## src/rtl/jimm_pkg.sv

```systemverilog
package jimm_pkg;

    localparam int unsigned WORD_W = 32;
    localparam int unsigned RIDX_W = 5;
    localparam int unsigned IMM_W  = 16;
    localparam int unsigned OPC_W  = 6;
    localparam int unsigned RSV_W  = 2;
    localparam logic [OPC_W-1:0] JIMM_OPC = 6'b101110;

    // Field layout, most significant first (bit 0 of the format is instr[31])
    typedef struct packed {
        logic [OPC_W-1:0]  opc;
        logic [RIDX_W-1:0] rd;
        logic              dly;
        logic              absm;
        logic              lnk;
        logic [RSV_W-1:0]  rsv;
        logic [IMM_W-1:0]  imm;
    } jimm_word_t;

    typedef struct packed {
        logic              hit;
        logic              miss;
        logic [RIDX_W-1:0] rd;
        logic              dly;
        logic              absm;
        logic              lnk;
        logic [WORD_W-1:0] simm;
    } jimm_dec_t;

    typedef struct packed {
        logic              valid;
        logic              taken;
        logic              miss;
        logic              dly;
        logic [WORD_W-1:0] target;
        logic              lwe;
        logic [RIDX_W-1:0] lrd;
        logic [WORD_W-1:0] ldata;
    } jimm_res_t;

    function automatic logic [WORD_W-1:0] sext_imm(input logic [IMM_W-1:0] v);
        return {{(WORD_W-IMM_W){v[IMM_W-1]}}, v};
    endfunction

endpackage

```

## src/rtl/jimm_decode.sv

```systemverilog
module jimm_decode
    import jimm_pkg::*;
(
    input  logic              vld,
    input  logic [WORD_W-1:0] word,
    output jimm_dec_t         dec
);
    jimm_word_t f;
    logic       form_ok;

    always_comb begin
        f       = jimm_word_t'(word);
        form_ok = (f.opc == JIMM_OPC) && (f.rsv == '0);
        dec.hit  = vld && form_ok;
        dec.miss = vld && !form_ok;
        dec.rd   = f.rd;
        dec.dly  = f.dly;
        dec.absm = f.absm;
        dec.lnk  = f.lnk;
        dec.simm = sext_imm(f.imm);
    end
endmodule

```

## src/rtl/jimm_target.sv

```systemverilog
module jimm_target
    import jimm_pkg::*;
(
    input  jimm_dec_t         dec,
    input  logic [WORD_W-1:0] pc,
    output logic [WORD_W-1:0] target
);
    logic [WORD_W-1:0] rel_tgt;

    always_comb begin
        rel_tgt = pc + dec.simm;
        if (!dec.hit)
            target = '0;
        else if (dec.absm)
            target = dec.simm;
        else
            target = rel_tgt;
    end
endmodule

```

## src/rtl/jimm_status.sv

```systemverilog
module jimm_status
    import jimm_pkg::*;
#(
    parameter bit               MMU_EN   = 1'b1,
    parameter logic [WORD_W-1:0] VEC_BASE = '0,
    parameter int unsigned      MSR_W    = 32,
    parameter int unsigned      UM_POS   = 11,
    parameter int unsigned      UMS_POS  = 12,
    parameter int unsigned      VM_POS   = 13,
    parameter int unsigned      VMS_POS  = 14
) (
    input  jimm_dec_t        dec,
    input  logic [MSR_W-1:0] msr_in,
    output logic [MSR_W-1:0] msr_next
);
    localparam logic [WORD_W-1:0] UVEC_ADDR = VEC_BASE + WORD_W'(8);

    generate
        if (MMU_EN) begin : g_mmu
            logic uvec;
            always_comb begin
                uvec     = dec.hit && dec.dly && dec.absm && dec.lnk
                           && (dec.simm == UVEC_ADDR);
                msr_next = msr_in;
                if (uvec) begin
                    msr_next[UMS_POS] = msr_in[UM_POS];
                    msr_next[VMS_POS] = msr_in[VM_POS];
                    msr_next[UM_POS]  = 1'b0;
                    msr_next[VM_POS]  = 1'b0;
                end
            end
        end else begin : g_plain
            always_comb msr_next = msr_in;
        end
    endgenerate
endmodule

```

## src/rtl/jump_imm_unit.sv

```systemverilog
module jump_imm_unit
    import jimm_pkg::*;
#(
    parameter bit               MMU_EN   = 1'b1,
    parameter logic [31:0]      VEC_BASE = 32'h0,
    parameter int unsigned      MSR_W    = 32,
    parameter int unsigned      UM_POS   = 11,
    parameter int unsigned      UMS_POS  = 12,
    parameter int unsigned      VM_POS   = 13,
    parameter int unsigned      VMS_POS  = 14
) (
    input  logic              clk,
    input  logic              rst,
    input  logic              in_valid,
    input  logic [31:0]       instr,
    input  logic [31:0]       pc,
    input  logic [MSR_W-1:0]  msr_in,
    output logic              out_valid,
    output logic              taken,
    output logic              no_match,
    output logic              delay_slot,
    output logic [31:0]       target,
    output logic              link_we,
    output logic [4:0]        link_rd,
    output logic [31:0]       link_data,
    output logic [MSR_W-1:0]  msr_out
);
    jimm_dec_t         dec;
    logic [WORD_W-1:0] tgt_nx;
    logic [MSR_W-1:0]  msr_nx;
    jimm_res_t         res_nx, res_q;
    logic [MSR_W-1:0]  msr_q;

    jimm_decode u_dec (
        .vld  (in_valid),
        .word (instr),
        .dec  (dec)
    );

    jimm_target u_tgt (
        .dec    (dec),
        .pc     (pc),
        .target (tgt_nx)
    );

    jimm_status #(
        .MMU_EN   (MMU_EN),
        .VEC_BASE (VEC_BASE),
        .MSR_W    (MSR_W),
        .UM_POS   (UM_POS),
        .UMS_POS  (UMS_POS),
        .VM_POS   (VM_POS),
        .VMS_POS  (VMS_POS)
    ) u_sts (
        .dec      (dec),
        .msr_in   (msr_in),
        .msr_next (msr_nx)
    );

    always_comb begin
        res_nx.valid  = in_valid;
        res_nx.taken  = dec.hit;
        res_nx.miss   = dec.miss;
        res_nx.dly    = dec.hit && dec.dly;
        res_nx.target = tgt_nx;
        res_nx.lwe    = dec.hit && dec.lnk && (dec.rd != '0);
        res_nx.lrd    = res_nx.lwe ? dec.rd : '0;
        res_nx.ldata  = res_nx.lwe ? pc : '0;
    end

    always_ff @(posedge clk) begin
        if (rst) begin
            res_q <= '0;
            msr_q <= '0;
        end else begin
            res_q <= res_nx;
            msr_q <= msr_nx;
        end
    end

    assign out_valid  = res_q.valid;
    assign taken      = res_q.taken;
    assign no_match   = res_q.miss;
    assign delay_slot = res_q.dly;
    assign target     = res_q.target;
    assign link_we    = res_q.lwe;
    assign link_rd    = res_q.lrd;
    assign link_data  = res_q.ldata;
    assign msr_out    = msr_q;
endmodule

```

## config.mk

```make
export PLATFORM = sky130hd
export DESIGN_NAME = jump_imm_unit
export DESIGN_NICKNAME = d
export VERILOG_FILES = /design/src/rtl/jimm_pkg.sv /design/src/rtl/jimm_decode.sv /design/src/rtl/jimm_target.sv /design/src/rtl/jimm_status.sv /design/src/rtl/jump_imm_unit.sv
export SDC_FILE = /design/constraint.sdc
export NUM_CORES = 1
export LEC_CHECK = 0
export BUFFER_PORTS_ARGS = -buffer_cell sky130_fd_sc_hd__buf_2
export CAP_MARGIN = 20
export CORE_MARGIN = 3
export CORE_UTILIZATION = 48
export CTS_CLUSTER_SIZE = 40
export DETAILED_ROUTE_END_ITERATION = 10
export PLACE_DENSITY_LB_ADDON = 0.08
export SETUP_SLACK_MARGIN = 0.2
export SLEW_MARGIN = 20
export SYNTH_ARGS = -nofsm -noshare
export SYNTH_HDL_FRONTEND = slang
export SYNTH_SLANG_ARGS = --single-unit
```

## constraint.sdc

```tcl
create_clock -name clk -period 3.45 [get_ports clk]
set_input_delay 0.5175 -clock clk [delete_from_list [all_inputs] [get_ports clk]]
set_output_delay 0.5175 -clock clk [all_outputs]
set_load 0.02 [all_outputs]
```

Yosys cells after proc, flatten, opt, wreduce, memory -nomap -nowiden
Cells that the tools add are included.
Storage, ports and cells
  bits in registers: 106
  input port bits: 99
  output and inout bits: 106
  logic and storage cells: 32
Operators by class
  add/sub/neg operators: 1
  equal/unequal tests: 2
  mux-type cells: 2
  bitwise logic cells: 2
  reduce and logical (&&, ||, !) cells: 15
Operators by type and width (count)
  $add 32x32->32: 1
  $eq 32x4->1 const B: 1
  $mux 32: 1
  $logic_and 1x1->1: 9
  $eq 6x6->1 const B: 1
  $reduce_or 2->1: 3
  $reduce_bool 5->1: 1
  $mux 4: 1
  $logic_not 2->1: 1
  $not 1->1: 2
  $logic_not 1->1: 1

Depth between registers and ports, before layout
Gate-level depths: netlist of the first run.
  depth after elaboration: 8
  mapped depth: 9
  depth with buffers taken out: 9

Modules after synthesis
From an unflattened synthesis of the first run, not the netlist that was laid out.
Unflattened totals
  cells, all modules: 677
  area, all modules: 6055.8 um^2
By module, submodules not included
  jump_imm_unit: instances 1, cells an instance 272, area an instance 3220.6 um^2, seq. area each 2122.0 um^2
  jimm_target: instances 1, cells an instance 316, area an instance 2125.8 um^2, seq. area each 0.0 um^2
  jimm_status: instances 1, cells an instance 45, area an instance 370.4 um^2, seq. area each 0.0 um^2
  jimm_decode: instances 1, cells an instance 44, area an instance 339.1 um^2, seq. area each 0.0 um^2

Worst setup path after synthesis of the first run
Ideal clock, no wire load.
  path kind: input port to flip-flop
  start: in instr[0]
  end: reg res_q, in the netlist target[22]
  library setup time: 0.134 ns
  arrival time: 2.433 ns
  data required time: 3.316 ns
  slack: 0.883 ns
  cell stages on the path: 9
  path buffers: 0
  path through: ha_1 fa_1 a21o_1 a221oi_2 nor3_2 o31ai_4 a211oi_1 mux2i_1 nand3_1
On the way
  word-level cells in the longest chain between the ends: 2
Ends and longest elaborated chain
  from (decl): line jump_imm_unit.sv:15  | input logic [31:0] instr,
  $add 32x32->32: line jimm_target.sv:11  | rel_tgt = pc + dec.simm;
  $mux 32: line jimm_target.sv:14  | else if (dec.absm)
  to (signal assigned): line jump_imm_unit.sv:76  | res_q <= res_nx;
  to (decl): line jump_imm_unit.sv:31  | jimm_res_t res_nx, res_q;
No other way between the ends.
A chain may end at the register's enable or synchronous reset.

Worst setup path in the final report of the first run
  start: in instr[0]
  end: reg res_q, in the netlist target[26]
The elaborated chain is that of the path after synthesis.

==> flow_summary.json, run 1 <==
{
  "seq_area_frac_synth_pct": 42.6,
  "cts_inserted_buffers": 9,
  "final_cell_mix": "204 x buf_2, 106 x dfxtp_1, 45 x nor2_1",
  "portBuffers": 204,
  "drc": 0,
  "min_path_cells": 2,
  "antenna_left": 0,
  "drt_wl_total_um": 13500,
  "worstSetupPathType": "primary input to flip-flop",
  "start_kind": "primary input",
  "start_util_pct": 50.1,
  "antenna_found_initial": 0,
  "syn2layout_area_growth_pct": 25.7,
  "drv_slew": 0,
  "clk_pin_slew_ns": 0.10,
  "post_cts_resized": 0,
  "crit_arrival_ns": 2.78,
  "fin_crit_ns": 2.55,
  "drt_first_pass_iters": 4,
  "grt_pass1_vias": 4329,
  "root_buffer": "clkbuf_8",
  "ys_async_sr_fraction_pct": 0,
  "powerDensity_nw_per_um2": 398,
  "yosysUniqueCellTypes": 58,
  "vias": 4602,
  "via_per_inst": 5.28,
  "crit_chain": "buf_2 > ha_1 > fa_1 > a21o_1 > a221oi_2 > nor3_2 > o31ai_4 > a211oi_1 > mux2i_1 > nand3_1",
  "synth_warnings": 0,
  "final_util_pct": 62.9,
  "numClockSinks": 106,
  "fin_crit_sh_pct": 73.8,
  "rsz0062_at_grt": "false",
  "grt-ovfl-total": 0,
  "syn_area_um2": 4980,
  "die_y_um": 108,
  "relSlewSlack_pct": 58.5,
  "cp_max_fo": 4,
  "cpPeakStageDelay_ns": 0.41,
  "wl_per_cell_um": 15.5,
  "n_antenna_cell": 0,
  "synth_ff_type": "dfxtp_1",
  "final_common_cell": "buf_2",
  "hold_viol": 0,
  "setup_ws_ns": 0.904,
  "core-area_um2": 9950,
  "cts_tree": "yes",
  "grt_max_degree": 36,
  "initialDrtViolationCount": 215,
  "synth_seq_cells": 106,
  "synth_edf_count": 0,
  "postCtsHoldBufs": 0,
  "place_ws_ns": 0.530,
  "fp-row-count": 36,
  "outcome": "complete, no violations",
  "holdCritPathClass": "primary input to flip-flop",
  "drive_gt1_share_pct": 32.1,
  "grt_pass1_wl_um": 20800,
  "syn_inst": 540,
  "crit_path_start": "instr[0]",
  "leakage_nw": 3.07,
  "critPathSlowestCell": "fa_1",
  "track_usage_pct": 22.7,
  "die_x_um": 108,
  "worstHoldEndpoint": "msr_out[28]",
  "cts_setup_buffers": 0,
  "cp_data_required_time_ns": 3.69,
  "clock.fmax_mhz": 393,
  "hpwl_um": 10600,
  "crit_path_end_kind": "flip-flop",
  "maxCapViolations": 0,
  "fin_nets": 866,
  "synth_nets": 671,
  "fill_cells": 901,
  "setup_viol": 0,
  "htreeDepth": 3,
  "die_area_um2": 11600,
  "min_from": "msr_in[28]",
  "final.setup.tns_ns": 0,
  "cts_buffer_depth": 2,
  "tightest_slew_ns": 0.621,
  "ios": 205,
  "synth_area_per_cell_um2": 9.23,
  "peakVddDrop_uv": 318,
  "place.gp.congestion": 0.911
}
-- cell usage after synthesis (all sizes together), types with 8 or more instances --
library cell	instances	area share, %
a21o	14	2.1
a21oi	40	4.0
a31oi	8	1.0
and2	37	4.6
and3	11	1.4
buf	14	1.4
clkbuf	8	0.60
dfxtp	106	43
ha	31	7.8
mux2i	11	2.2
nand2	29	2.2
nand3	17	1.7
nor2	45	3.4
nor2b	31	3.9
nor3	10	1.3
o21ai	31	3.1
xnor2	9	1.6
xor2	15	2.6
-- worst max-delay path: cells and delay by family --
family,cells,cell delay [ns]
buffers and inverters,1,0.11
and+or+nand+nor,2,0.21
adders and majority gates,2,0.65
AOI/OAI and AO/OA,4,1.13
muxes,1,0.16
-- registers in the layout, summed over array words and instances, names as in the netlist --
signal,flops
link_data,32
msr_out,32
delay_slot,1
target,32
no_match,1
taken,1
out_valid,1
link_rd,5
link_we,1
-- cell type report --
cell class	count	area [µm²]	share of cell area (%)
clock buffer	9	124	1.98
clock inverter	6	50.0	0.799
inverter	7	26.3	0.420
multi-input combinational	405	2740	43.7
sequential	106	2120	33.9
tap	133	166	2.66
timing repair buffer	206	1040	16.5
-- power by group --
part,total (W),internal (W),leakage [nW],switching (W)
Clock,0.000717,0.000268,0.0876,0.000450
Combinational,0.000524,0.000216,2.12,0.000308
Sequential,0.00125,0.00124,0.863,0.00000432
Total,0.00249,0.00173,3.07,0.000762
-- per-layer routing --
metal	track usage, %	share of wire [%]	up-vias
met5	0	0	-
met4	9.56	1.8	0
met3	4.02	6.4	22
met2	38.0	48	152
met1	28.8	44	2127
li1	-	-	2301
-- logic make-up after synthesis --
family | share of synthesized area, %
AND/OR/NAND/NOR | 22.9
buffers and inverters | 2.49
flip-flops | 42.6
XOR/XNOR | 4.22
multiplexers | 2.21
AO/OA/AOI/OAI | 17.4
adder cells (fa/ha/maj) | 8.18
-- worst max path at each step --
stage,endpoint,cells past startpoint,slack (ns)
final,target[26],10,0.90
after global routing,target[26],10,0.76
after CTS,target[26],10,0.93
after detailed placement,target[22],10,0.53
after global placement,target[26],10,0.57
after floorplan,target[22],9,0.88
-- metrics by stage --
stage          instances  hold WS [ns]  total power (W)  area [µm²]
6_report             872         0.339          0.00249        6260
5_1_grt              872         0.323          0.00262        6260
4_1_cts              872         0.325          0.00251        6260
3_5_place_dp         857         0.733          0.00180        6090
3_3_place_gp         857         0.724          0.00179        6090
2_1_floorplan        540         0.626          0.00163        4980
Power figures use the tool's default switching activity.
==> inputs of run 2 (changes only) <==
CORE_UTILIZATION = 44   (was 48)
clock period = 2.3 ns   (was 3.45 ns; I/O delays follow)
==> run 2 against run 1 <==
Design area is 14% higher. Highest routed layer unchanged. Die area up 8.6%. First-iteration DRC count rose by 11%. Sequential share of layout area fell by 4.1 points. Combinational power grew 90%. Critical path type unchanged. Routed wire length increased by 7.6%. Core utilization is 2.2 points higher. Setup slack got worse by 0.69 ns. Clock power rose by 110%. Sequential power rose by 50%. Largest cell class unchanged.
==> flow_summary.json, run 2 (synthesis gave the netlist of run 1 again) <==
{
  "fin_nets": 946,
  "die_y_um": 112,
  "final_util_pct": 65.1,
  "endpoint": "target[25]",
  "ios": 205,
  "antenna_left": 0,
  "place_ws_ns": -0.200,
  "relSlewSlack_pct": 72.4,
  "crit_path_start": "pc[0]",
  "wl_per_cell_um": 15.2,
  "tightest_slew_ns": 0.410,
  "cts_inserted_buffers": 9,
  "finalInstanceArea_um2": 7120,
  "fin_crit_sh_pct": 90.5,
  "cts_buffer_depth": 2,
  "crit_path_end_kind": "flip-flop",
  "drive_gt1_share_pct": 40.4,
  "setup_viol": 0,
  "outcome": "complete, no violations",
  "fill_cells": 980,
  "placed_area_um2": 6700,
  "place.gp.congestion": 0.901,
  "maxCapViolations": 0,
  "antenna_found_initial": 0,
  "final_cell_mix": "201 x buf_2, 106 x dfxtp_1, 81 x buf_4",
  "min_from": "rst",
  "core-area_um2": 10900,
  "final_common_cell": "buf_2",
  "grt-ovfl-total": 0,
  "n_antenna_cell": 0,
  "grt_pass1_vias": 4729,
  "die_area_um2": 12600,
  "fp-row-count": 38,
  "clock.fmax_mhz": 480,
  "holdCritPathClass": "primary input to flip-flop",
  "start_kind": "primary input",
  "worst_path_most_repeated_cell": "buf_4",
  "numClockSinks": 106,
  "rsz0062_at_grt": "true",
  "vias": 4851,
  "power_w": 0.00438,
  "setup_ws_ns": 0.218,
  "track_usage_pct": 22.2,
  "drc": 0,
  "root_buffer": "clkbuf_16",
  "crit_family": "compound AO/OA/AOI/OAI gates",
  "cpPeakStageDelay_ns": 0.37,
  "crit_chain": "buf_8 > ha_4 > buf_4 > buf_4 > a211oi_1 > o21ai_1 > nand3_1 > o211ai_1 > buf_4 > a31oi_1 > xor2_1 > o21ai_0",
  "hpwl_um": 11500,
  "initialDrtViolationCount": 238,
  "cts_tree": "yes",
  "postCtsHoldBufs": 0,
  "syn2layout_area_growth_pct": 42.9,
  "worstSetupPathType": "primary input to flip-flop",
  "drt_first_pass_iters": 5,
  "crit_arrival_ns": 2.33,
  "start_util_pct": 45.6,
  "final.setup.tns_ns": 0,
  "hold_viol": 0,
  "clk_pin_slew_ns": 0.08,
  "portBuffers": 204,
  "die_x_um": 112,
  "powerDensity_nw_per_um2": 615,
  "cp_max_fo": 3,
  "path_buf_inv": 4,
  "drv_slew": 0,
  "grt_max_degree": 32,
  "leakage_nw": 3.53,
  "fin_crit_ns": 2.08,
  "critPathSlowestCell": "a211oi_1",
  "path_depth": 12,
  "peakVddDrop_uv": 414,
  "via_per_inst": 5.05,
  "grt_pass1_wl_um": 22600,
  "htreeDepth": 3,
  "drt_wl_total_um": 14600,
  "cp_data_required_time_ns": 2.55
}
[run 2: changes by cell type in the layout (fill, tap and decap cells not counted), moves of 3 or more]
cell,before,now
o21ai_0,20,17
a211oi_1,4,1
clkbuf_16,0,9
o21ai_1,11,14
a211oi_2,0,3
clkbuf_8,9,0
buf_4,2,81
a31oi_1,8,5
buf_2,204,201
[run 2: through the flow]
| stage | hold WS [ns] | instances |
|---|---|---|
| finish | 0.192 | 960 |
| global route | 0.189 | 960 |
| CTS | 0.187 | 958 |
| detailed placement | 0.558 | 941 |
| global placement | 0.553 | 941 |
| floorplan | 0.453 | 540 |
[run 2: worst min path at each step]
| stage | depth (start not counted) | slack (ns) | end |
|---|---|---|---|
| global placement | 2 | 0.55 | msr_out[26] |
| CTS | 2 | 0.19 | msr_out[24] |
| floorplan | 1 | 0.45 | out_valid |
| detailed placement | 2 | 0.56 | msr_out[24] |
| finish | 2 | 0.19 | out_valid |
| global route | 2 | 0.19 | msr_out[16] |
[run 2: report_power, final]
part | switching, W | internal, W
clock | 0.000752 | 0.000763
combinational | 0.000526 | 0.000468
sequential | 0.00000680 | 0.00187
[run 2: layer usage]
layer / vias to the layer above / share of wire (%) / GRT usage, % / wire (µm)
met5: - / 0 / 0 / 0
met4: 0 / 2.0 / 7.77 / 298
met3: 23 / 5.5 / 5.18 / 794
met2: 150 / 50 / 38.0 / 7240
met1: 2226 / 43 / 27.4 / 6220
li1: 2452 / - / - / -
[run 2: final cells by class]
cell class              instances  area (µm²)  area share, %
multi-input cells             405        2850           40.0
flip-flops and latches        106        2120           29.8
repair buffers                286        1660           23.3
clock buffers                  10         229           3.22
well taps                     140         175           2.46
clock inverters                 6        58.8          0.826
inverters                       7        26.3          0.369
[run 2: what timing repair did]
item | 4_1_cts | 5_1_grt
setup buffers | 1 | 2
endpoints found under the setup margin | 4 | 12
resized for setup | 1 | 23
pin swaps | 2 | 15
